==> config.mk <==
export PLATFORM = sky130hd
export DESIGN_NAME = quad_phase_codec
export DESIGN_NICKNAME = d
export VERILOG_FILES = /design/src/rtl/qpl_pkg.sv /design/src/rtl/qpl_ctrl.sv /design/src/rtl/qpl_datapath.sv /design/src/rtl/quad_phase_codec.sv
export SDC_FILE = /design/constraint.sdc
export NUM_CORES = 1
export LEC_CHECK = 0
export BUFFER_PORTS_ARGS = -buffer_cell sky130_fd_sc_hd__buf_4
export CORE_ASPECT_RATIO = 1.25
export CORE_UTILIZATION = 50
export DETAILED_ROUTE_END_ITERATION = 8
export GPL_ROUTABILITY_DRIVEN = 1
export PLACE_DENSITY_LB_ADDON = 0.12
export SLEW_MARGIN = 25
export SYNTH_ARGS = -nofsm -noshare
export SYNTH_HDL_FRONTEND = slang
export SYNTH_SLANG_ARGS = --single-unit
==> constraint.sdc <==
create_clock -name clk -period 3.2 [get_ports clk]
set_input_delay 0.16 -clock clk [delete_from_list [all_inputs] [get_ports clk]]
set_output_delay 0.16 -clock clk [all_outputs]
set_load 0.1 [all_outputs]
==> src/rtl/qpl_pkg.sv <==
package qpl_pkg;

  typedef enum logic [2:0] {
    TX_IDLE,
    TX_PREP,
    TX_SYNC,
    TX_DATA,
    TX_HALT
  } txPhase_e;

  typedef enum logic [1:0] {
    RX_IDLE,
    RX_SYNC,
    RX_DATA,
    RX_HALT
  } rxPhase_e;

  // strobes from control to datapath
  typedef struct packed {
    logic     txLoad;
    logic     txAdvance;
    txPhase_e txPhase;
    logic     rxStart;
    logic     rxRun;
    logic     rxSample;
    logic     rxHaltChk;
    logic     rxFinish;
    logic     rxAbort;
  } ctlStrobe_t;

  // conditions from datapath to control
  typedef struct packed {
    logic txPhaseEnd;
    logic rxFall;
    logic rxEarlyRise;
    logic rxSyncEnd;
    logic rxMid;
    logic rxDataEnd;
    logic rxHaltEnd;
  } dpFlag_t;

endpackage

==> src/rtl/qpl_ctrl.sv <==
module qpl_ctrl
  import qpl_pkg::*;
(
  input  logic       clk,
  input  logic       rstN,
  input  logic       txValid,
  input  dpFlag_t    flags,
  output ctlStrobe_t strobe,
  output logic       txReady
);

  txPhase_e txState, txNext;
  rxPhase_e rxState, rxNext;

  always_ff @(posedge clk or negedge rstN) begin
    if (!rstN) begin
      txState <= TX_IDLE;
      rxState <= RX_IDLE;
    end else begin
      txState <= txNext;
      rxState <= rxNext;
    end
  end

  assign txReady = (txState == TX_IDLE);

  // transmit sequencing
  always_comb begin
    txNext           = txState;
    strobe.txLoad    = 1'b0;
    strobe.txAdvance = 1'b0;
    strobe.txPhase   = txState;
    unique case (txState)
      TX_IDLE: if (txValid) begin
        strobe.txLoad = 1'b1;
        txNext        = TX_PREP;
      end
      TX_PREP: if (flags.txPhaseEnd) begin
        strobe.txAdvance = 1'b1;
        txNext           = TX_SYNC;
      end
      TX_SYNC: if (flags.txPhaseEnd) begin
        strobe.txAdvance = 1'b1;
        txNext           = TX_DATA;
      end
      TX_DATA: if (flags.txPhaseEnd) begin
        strobe.txAdvance = 1'b1;
        txNext           = TX_HALT;
      end
      TX_HALT: if (flags.txPhaseEnd) begin
        strobe.txAdvance = 1'b1;
        txNext           = TX_IDLE;
      end
      default: txNext = TX_IDLE;
    endcase
  end

  // receive sequencing
  always_comb begin
    rxNext           = rxState;
    strobe.rxStart   = 1'b0;
    strobe.rxRun     = 1'b0;
    strobe.rxSample  = 1'b0;
    strobe.rxHaltChk = 1'b0;
    strobe.rxFinish  = 1'b0;
    strobe.rxAbort   = 1'b0;
    unique case (rxState)
      RX_IDLE: if (flags.rxFall) begin
        strobe.rxStart = 1'b1;
        rxNext         = RX_SYNC;
      end
      RX_SYNC: begin
        strobe.rxRun = 1'b1;
        if (flags.rxEarlyRise) begin
          strobe.rxAbort = 1'b1;
          rxNext         = RX_IDLE;
        end else if (flags.rxSyncEnd) begin
          rxNext = RX_DATA;
        end
      end
      RX_DATA: begin
        strobe.rxRun    = 1'b1;
        strobe.rxSample = flags.rxMid;
        if (flags.rxDataEnd) rxNext = RX_HALT;
      end
      RX_HALT: begin
        strobe.rxRun     = 1'b1;
        strobe.rxHaltChk = 1'b1;
        if (flags.rxHaltEnd) begin
          strobe.rxFinish = 1'b1;
          rxNext          = RX_IDLE;
        end
      end
      default: rxNext = RX_IDLE;
    endcase
  end

  // an accepted bit takes the transmitter out of ready
  p_accept_drops_ready_r3: assert property (@(posedge clk) disable iff (!rstN)
    (txValid && txReady) |=> !txReady);

endmodule

==> src/rtl/qpl_datapath.sv <==
module qpl_datapath
  import qpl_pkg::*;
#(
  parameter int PREP_LEN    = 8,
  parameter int SYNC_LEN    = 16,
  parameter int DATA_LEN    = 16,
  parameter int HALT_LEN    = 4,
  parameter int SYNC_STAGES = 2
) (
  input  logic       clk,
  input  logic       rstN,
  input  logic       activeLow,
  input  logic       txBit,
  input  logic       lineIn,
  input  ctlStrobe_t strobe,
  output dpFlag_t    flags,
  output logic       lineOut,
  output logic       rxValid,
  output logic       rxBit,
  output logic       rxError
);

  localparam int MAX_PS     = (PREP_LEN > SYNC_LEN) ? PREP_LEN : SYNC_LEN;
  localparam int MAX_DH     = (DATA_LEN > HALT_LEN) ? DATA_LEN : HALT_LEN;
  localparam int MAX_LEN    = (MAX_PS > MAX_DH) ? MAX_PS : MAX_DH;
  localparam int TX_CNT_W   = $clog2(MAX_LEN + 1);
  localparam int RX_SPAN    = SYNC_LEN + DATA_LEN + HALT_LEN;
  localparam int RX_CNT_W   = $clog2(RX_SPAN + 1);
  localparam int HALF_SYNC  = SYNC_LEN / 2;
  localparam int MID_OFFSET = SYNC_LEN + DATA_LEN / 2;

  // ---------------- transmit path ----------------
  logic [TX_CNT_W-1:0] txCnt;
  logic [TX_CNT_W-1:0] txLast;
  logic                txBitQ;
  logic                txLogical;

  always_ff @(posedge clk or negedge rstN) begin
    if (!rstN) begin
      txCnt  <= '0;
      txBitQ <= 1'b0;
    end else begin
      if (strobe.txLoad) txBitQ <= txBit;
      if (strobe.txLoad || strobe.txAdvance) txCnt <= '0;
      else if (strobe.txPhase != TX_IDLE)   txCnt <= txCnt + 1'b1;
    end
  end

  always_comb begin
    unique case (strobe.txPhase)
      TX_PREP: txLast = TX_CNT_W'(PREP_LEN - 1);
      TX_SYNC: txLast = TX_CNT_W'(SYNC_LEN - 1);
      TX_DATA: txLast = TX_CNT_W'(DATA_LEN - 1);
      TX_HALT: txLast = TX_CNT_W'(HALT_LEN - 1);
      default: txLast = '0;
    endcase
  end

  always_comb begin
    unique case (strobe.txPhase)
      TX_SYNC: txLogical = 1'b0;
      TX_DATA: txLogical = txBitQ;
      default: txLogical = 1'b1;
    endcase
  end

  assign flags.txPhaseEnd = (txCnt == txLast);
  assign lineOut          = txLogical ^ activeLow;

  // ---------------- receive path ----------------
  logic                   rxIn;
  logic [SYNC_STAGES-1:0] syncQ;
  logic                   lvl;
  logic                   lvlPrev;
  logic [RX_CNT_W-1:0]    rxCnt;
  logic                   haltBad;

  assign rxIn = lineIn ^ activeLow;

  generate
    if (SYNC_STAGES == 1) begin : g_sync_one
      always_ff @(posedge clk or negedge rstN) begin
        if (!rstN) syncQ <= 1'b1;
        else       syncQ <= rxIn;
      end
    end else begin : g_sync_chain
      always_ff @(posedge clk or negedge rstN) begin
        if (!rstN) syncQ <= '1;
        else       syncQ <= {syncQ[SYNC_STAGES-2:0], rxIn};
      end
    end
  endgenerate

  assign lvl = syncQ[SYNC_STAGES-1];

  always_ff @(posedge clk or negedge rstN) begin
    if (!rstN) begin
      lvlPrev <= 1'b1;
      rxCnt   <= '0;
      haltBad <= 1'b0;
      rxBit   <= 1'b0;
      rxValid <= 1'b0;
      rxError <= 1'b0;
    end else begin
      lvlPrev <= lvl;
      if (strobe.rxStart)    rxCnt <= RX_CNT_W'(1);
      else if (strobe.rxRun) rxCnt <= rxCnt + 1'b1;
      else                   rxCnt <= '0;
      if (strobe.rxStart)                haltBad <= 1'b0;
      else if (strobe.rxHaltChk && !lvl) haltBad <= 1'b1;
      if (strobe.rxSample) rxBit <= lvl;
      rxValid <= strobe.rxFinish && !haltBad && lvl;
      rxError <= strobe.rxAbort || (strobe.rxFinish && (haltBad || !lvl));
    end
  end

  assign flags.rxFall      = !lvl && lvlPrev;
  assign flags.rxEarlyRise = lvl && (rxCnt < RX_CNT_W'(HALF_SYNC));
  assign flags.rxSyncEnd   = (rxCnt == RX_CNT_W'(SYNC_LEN - 1));
  assign flags.rxMid       = (rxCnt == RX_CNT_W'(MID_OFFSET));
  assign flags.rxDataEnd   = (rxCnt == RX_CNT_W'(SYNC_LEN + DATA_LEN - 1));
  assign flags.rxHaltEnd   = (rxCnt == RX_CNT_W'(RX_SPAN - 1));

  // good and bad results never coincide
  p_rx_outputs_exclusive_r8: assert property (@(posedge clk) disable iff (!rstN)
    $onehot0({rxValid, rxError}));

  // a good-bit strobe lasts one cycle
  p_rx_valid_single_r6: assert property (@(posedge clk) disable iff (!rstN)
    rxValid |=> !rxValid);

endmodule

==> src/rtl/quad_phase_codec.sv <==
module quad_phase_codec
  import qpl_pkg::*;
#(
  parameter int PREP_LEN    = 8,
  parameter int SYNC_LEN    = 16,
  parameter int DATA_LEN    = 16,
  parameter int HALT_LEN    = 4,
  parameter int SYNC_STAGES = 2
) (
  input  logic clk,
  input  logic rstN,
  input  logic activeLow,
  input  logic txValid,
  input  logic txBit,
  output logic txReady,
  output logic lineOut,
  input  logic lineIn,
  output logic rxValid,
  output logic rxBit,
  output logic rxError
);

  ctlStrobe_t strobe;
  dpFlag_t    flags;

  qpl_ctrl u_ctrl (
    .clk     (clk),
    .rstN    (rstN),
    .txValid (txValid),
    .flags   (flags),
    .strobe  (strobe),
    .txReady (txReady)
  );

  qpl_datapath #(
    .PREP_LEN    (PREP_LEN),
    .SYNC_LEN    (SYNC_LEN),
    .DATA_LEN    (DATA_LEN),
    .HALT_LEN    (HALT_LEN),
    .SYNC_STAGES (SYNC_STAGES)
  ) u_dp (
    .clk       (clk),
    .rstN      (rstN),
    .activeLow (activeLow),
    .txBit     (txBit),
    .lineIn    (lineIn),
    .strobe    (strobe),
    .flags     (flags),
    .lineOut   (lineOut),
    .rxValid   (rxValid),
    .rxBit     (rxBit),
    .rxError   (rxError)
  );

  // a ready transmitter rests at logical 1
  p_idle_line_one_r1: assert property (@(posedge clk) disable iff (!rstN)
    txReady |-> ((lineOut ^ activeLow) == 1'b1));

  // the cycle after acceptance is preparation, logical 1
  p_prep_after_accept_r2: assert property (@(posedge clk) disable iff (!rstN)
    (txValid && txReady) |=> ((lineOut ^ activeLow) == 1'b1));

  // ready returns only after a halt cycle at logical 1
  p_ready_after_halt_r3: assert property (@(posedge clk) disable iff (!rstN)
    $rose(txReady) |-> (($past(lineOut) ^ $past(activeLow)) == 1'b1));

endmodule

=== Word-level counts from Yosys, hierarchy flattened ===
Cells that the tools add are included.

* Memory bits (writable): 0
* Flip-flop bits (word level): 24
* Latch bits: 0
* Word-level logic and storage cells: 90
* ROM bits: 0
* Output and inout bits: 5
* Memories: 0
* Bits of input ports: 6

* Shifts and indexed selects: 0
* Add/sub/neg operators: 2
* Multiply operators: 0
* Reduce and logical (&&, ||, !) cells: 21
* Equal/unequal tests: 21
* Bitwise gates (word level): 2
* Divide/modulo/power cells: 0
* Magnitude comparators: 1
* Multiplexer cells: 32

{| class="wikitable"
|+ Operators by type and width
! kind !! number
|-
| $ne A2 B2 Y1 const B || 8
|-
| $mux W3 || 5
|-
| $pmux W3 S5 || 1
|-
| $mux W1 || 13
|-
| $eq A6 B5 Y1 const B || 2
|-
| $mux W2 || 6
|-
| $mux W6 || 2
|-
| $pmux W4 S3 || 1
|-
| $mux W5 || 2
|-
| $pmux W2 S4 || 1
|-
| $add A6 B1 Y6 const B || 1
|-
| $eq A3 B2 Y1 const B || 2
|-
| $eq A6 B4 Y1 const B || 1
|-
| $eq A6 B6 Y1 const B || 1
|-
| $logic_and A1 B1 Y1 || 6
|-
| $lt A6 B4 Y1 const B || 1
|-
| $add A5 B1 Y5 const B || 1
|-
| $eq A5 B4 Y1 || 1
|-
| $reduce_and A5 Y1 || 1
|-
| $eq A2 B2 Y1 const B || 2
|-
| $reduce_and A4 Y1 || 1
|-
| $reduce_bool A2 Y1 || 2
|-
| $reduce_or A4 Y1 || 1
|-
| $eq A3 B1 Y1 const B || 1
|-
| other kinds (12) || 16
|}

=== Depth between registers and ports, before layout ===
* Depth in word-level cells: 8
* Mapped depth: 5
* Depth with buffers taken out: 5

=== By module ===
From an unflattened synthesis, not the netlist that was laid out.

* Cell total of the unflattened synthesis: 123
* Area, all modules: 1,241.2 um^2

{| class="wikitable"
|+ By module, submodules not included
! module !! area each (um^2) !! sequential area each (um^2) !! instances !! cells each
|-
| qpl_datapath || 928.4 || 479.2 || 1 || 90
|-
| qpl_ctrl || 312.8 || 125.1 || 1 || 33
|}

=== Worst setup path after synthesis ===
No wires, ideal clock.

* Path kind: flip-flop to output port
* Start point: register u_ctrl.txState[2]
* End point: output port lineOut
* Cell stages (with the launch flop): 5
* Arrival time: 2,193 ps
* Setup slack: 847 ps
* Path buffers: 1
* Data required time: 3,040 ps
* Path through: dfrtp_1 -> buf_6 -> nand2b_4 -> a21oi_1 -> xnor2_1

* Longest elaborated chain between the ends: 3
* Elaborated cells on any way between the ends: 4
* Classes of those cells: eq/ne: 2; mux: 1; bitwise: 1

{| class="wikitable"
|+ RTL lines
! item !! line !! RTL
|-
| from (decl) || qpl_ctrl.sv:12 || <nowiki>txPhase_e txState, txNext;</nowiki>
|-
| from (signal assigned) || qpl_ctrl.sv:20 || <nowiki>txState <= txNext;</nowiki>
|-
| $eq A3 B2 Y1 || qpl_datapath.sv:60 || <nowiki>unique case (strobe.txPhase)</nowiki>
|-
| $pmux W1 S2 (*) || qpl_datapath.sv:60 ||
|-
| $xor A1 B1 Y1 (*) || qpl_datapath.sv:68 || <nowiki>assign lineOut = txLogical ^ activeLow;</nowiki>
|-
| to (decl) || quad_phase_codec.sv:16 || <nowiki>output logic lineOut,</nowiki>
|}

Every way passes the cells marked *; elsewhere a longest branch is shown, timed or not.

=== Worst setup path in the final report ===
* Start point: register u_ctrl.txState[1]
* End point: output port txReady

* Longest elaborated chain between the ends: 1

{| class="wikitable"
|+ RTL lines
! item !! line !! RTL
|-
| $logic_not A3 Y1 || qpl_ctrl.sv:25 || <nowiki>assign txReady = (txState == TX_IDLE);</nowiki>
|-
| to (decl) || quad_phase_codec.sv:15 || <nowiki>output logic txReady,</nowiki>
|}

Every way passes these cells.

==> results list <==
- Drt via density: 5.51
- Std cell rows: 20
- Averaged over all synthesized cells, the footprint is 9.86 um2.
* Worst setup timing slack at the placement stage: 1.63 ns
* Cells after Synth: 130
- Largest clock skew in the final design: 0.00707 ns
- The root buffer cell chosen for the clock tree is sky130_fd_sc_hd__clkbuf_4.
- Setup ws final: 1.41 ns
* Height of the die: 58.6 um
- Dividing total power by cell area gives a power density of 527 nW/um2.
* Clock buffer count from CTS: 3
- STA classifies the critical path startpoint as a flip-flop.
- For this run, the leading register cell type out of synthesis is sky130_fd_sc_hd__dfrtp_1.
- Max IR drop VDD: 0.000285 V
* Area growth, synth to finish: 13.2%
- Full die area: 2770 um2
* CTS hold repair buffers: 3
* Max-slew headroom: 0.727
- For the worst-skew pair, the clock arrives at the later sink with an insertion delay of 0.31 ns.
- At the pin with the least slew margin, the transition time is 0.408 ns.
* Distinct cell type count of the synthesized netlist: 46
* Setup CP Type: reg -> out
* Storage element area: 604 um2
- In this run the deepest clock path goes through 2 buffers.
- Max-cap violations in this run came to 0.
- Net count of the mapped netlist: 139
* Data required time of the critical path: 3.04 ns
- The analysis attributes to cell leakage a power of 0.638 nW.
- Summing over every cut layer, the via total after detailed routing is 964.
- TritonCTS built the clock tree.
- The count of endpoints failing hold in the final timing report came to 0.
- For this run, the slowest stage of the critical path takes 0.50 ns.
- The floorplan step set the die width to 47.3 um.
- In this run the number of H-tree levels came out at 1.
* Leading cell type in the layout, fill and taps excluded: sky130_fd_sc_hd__dfrtp_1
- For the final routed database, the setup TNS stands at 0 ns.
* Placer's final routability congestion estimate: 0.782
* Slowest cell on the critical path: sky130_fd_sc_hd__dfrtp_1
- In the global route stage, met3 resource usage came out at 0.0215.
- The worst hold path terminates at u_dp.txBitQ.
- CORE AREA: 2430 um2
* GRT Resource Usage Total: 0.208
* Setup violations, final: 0
* Average routed wire per standard cell: 13.4 um
* Number of nets in the layout: 152
* Achievable frequency: 558 MHz
- Cells resized by post-CTS repair: 0
- The routed design could run at a clock period as short as 1.79 ns.
- Worst setup EP type: primary output
- Critical Path, Cell by Cell: or3_4 -> inv_2 -> buf_4
- The via count of the first global-routing pass came to 982.
- Count of inserted antenna diode cells: 0
- The worst register-to-register path begins at u_ctrl.txState[1].
- Worst-case reg-to-reg path depth: 4
* Share of layout cells above drive strength 1: 0.183
- The max-slew violation count is 0.
- In this run the count of I/O pins placed on the die edge is 11.
- # DRC: 0
- Reg2reg setup slack: 1.61 ns
- Met1 routing resource usage after global routing: 0.232
- During synthesis, Yosys emitted a total of 0 warnings.
* Synth Cell Area: 1280 um2
- Proportion of synthesized flip-flops having asynchronous set or reset: 1.00
* Area occupied by multi-input gates: 621 um2
- Once the clock tree was built, the setup fixing pass inserted 0 buffers.
* Wire length of the first global-routing pass: 4130 um
* Number of enable flip-flop cells after synthesis: 0
- Count of clock tree sinks: 24
- Final Cycle Share: 0.560
- Routed wire length: 2350 um
- After global routing, the most crowded layer is met2.
* Unrepaired setup endpoints after global routing: false
- CTS clock-pin slew for the worst setup and hold paths: 0.13 ns
- Fillers: 213
- Final standard cell count with taps included and fillers excluded: 175
- Routing usage on met2: 0.378
* Starting density of the core: 0.528
- HPWL after detailed placement: 1740 um
- The detailed router finished its first iteration with 25 violations.
* Min-Delay Startpoint: txBit
* Outcome: finished, final reports clean
- Worst min-delay path category: in -> reg
* R2R Path End: u_dp.txBitQ
* Sequential-to-total area share from yosys stat: 0.472
* CP Data Arrival Time: 1.63 ns
- Port buffering added 10 buffers.
- The worst hold path passes through 2 cells.
* Initial antenna violation count: 0
- Entering global routing, the biggest net connects 25 pins.
* Worst Path Max Fanout: 9
* Count of placed standard cells including taps: 168
- Counting flops and latches in the post-synthesis netlist gives 24.
* GRT overflow: 0
- Most used cells in the layout excluding fill and tap cells: sky130_fd_sc_hd__dfrtp_1, sky130_fd_sc_hd__nor2_1, sky130_fd_sc_hd__nand2_1, sky130_fd_sc_hd__buf_4
- The detail route stage leaves a number of antenna-violating nets equal to 0.
- Before antenna repair, the detailed router went through 4 iterations.
[kinds of logic after synthesis]
kind of cell / Yosys count / share of synthesized area
and+or+nand+nor: 57 / 0.260
AOI/OAI and AO/OA: 24 / 0.117
DFF: 24 / 0.472
buffers and inverters: 12 / 0.0439
xor gates and xnor gates: 8 / 0.0606
adders and majority gates: 3 / 0.0293
muxes: 2 / 0.0176
[power breakdown]
| group | internal, mW | switching [mW] |
|---|---|---|
| combinational | 0.0633 | 0.104 |
| clock | 0.127 | 0.0901 |
| sequential | 0.340 | 0.0401 |
[critical path: cells and delay by family, from the launching register on]
kind                   cells  cell delay, ns
AND/OR/NAND/NOR            1            0.44
flip-flops                 1            0.50
buffers and inverters      2            0.37
[metrics by stage]
stage                util  hold slack, ns  area (um2)  power, mW
floorplan               -          -0.136        1280      0.505
global placement    0.563          0.0728        1370      0.547
detailed placement  0.563          0.0795        1370      0.551
CTS                 0.597          0.0415        1450      0.777
global route        0.597          0.0380        1450      0.811
finish              0.597          0.0590        1450      0.764
[flip-flops by register name, summed over array words and instances (netlist names), named ones only]
name / cells
u_dp.rxCnt: 6
u_dp.txCnt: 5
u_ctrl.txState: 3
u_dp.syncQ: 2
u_ctrl.rxState: 1
u_dp.haltBad: 1
u_dp.lvlPrev: 1
u_dp.rxBit: 1
u_dp.rxError: 1
u_dp.rxValid: 1
u_dp.txBitQ: 1
[routing by layer]
metal | vias up | wire (um)
met2 | 10 | 1290
met1 | 467 | 1010
met3 | 2 | 38
met4 | 0 | 19
met5 | - | 0
li1 | 485 | -
[final cells by class]
class	count	area share
inverters	7	0.0181
flip-flops and latches	24	0.417
clock inverters	1	0.0207
repair buffers	13	0.0725
well taps	33	0.0285
multi-input cells	94	0.428
clock buffers	3	0.0155
[cell usage after synthesis, types with 2 or more instances]
cell type                  count  share of area
sky130_fd_sc_hd__dfrtp_1      21           0.41
sky130_fd_sc_hd__nor3_1        8          0.031
sky130_fd_sc_hd__nand4b_1      2          0.014
sky130_fd_sc_hd__clkbuf_1      3         0.0088
sky130_fd_sc_hd__nand2b_1      2         0.0098
sky130_fd_sc_hd__xor2_1        5          0.034
sky130_fd_sc_hd__nand2_1      10          0.029
sky130_fd_sc_hd__nand3b_1      2          0.012
sky130_fd_sc_hd__o21ai_1       3          0.012
sky130_fd_sc_hd__a21oi_1       8          0.031
sky130_fd_sc_hd__o22ai_1       2         0.0098
sky130_fd_sc_hd__nor2_1       10          0.029
sky130_fd_sc_hd__nor2b_1       4          0.020
sky130_fd_sc_hd__xnor2_1       2          0.014
sky130_fd_sc_hd__dfstp_2       3          0.062
sky130_fd_sc_hd__mux2_1        2          0.018
sky130_fd_sc_hd__nand3_1       3          0.012
sky130_fd_sc_hd__o21ai_0       3          0.012
sky130_fd_sc_hd__nand4_1       2         0.0098
sky130_fd_sc_hd__or3_1         3          0.015
sky130_fd_sc_hd__inv_1         4          0.012
sky130_fd_sc_hd__ha_1          3          0.029
sky130_fd_sc_hd__inv_2         2         0.0059
[worst max path at each step]
stage / start / endpoint / slack [ns] / cells after the start
detailed placement: u_ctrl.txState[1] / u_dp.txBitQ / 1.63 / 4
global placement: u_ctrl.txState[1] / u_dp.txBitQ / 1.66 / 4
floorplan: u_ctrl.txState[2] / lineOut / 0.85 / 4
finish: u_ctrl.txState[1] / txReady / 1.41 / 3
CTS: u_ctrl.txState[1] / txReady / 1.39 / 3
global route: u_ctrl.txState[2] / lineOut / 1.29 / 4
No activity file was read; power rests on OpenSTA's default activity.
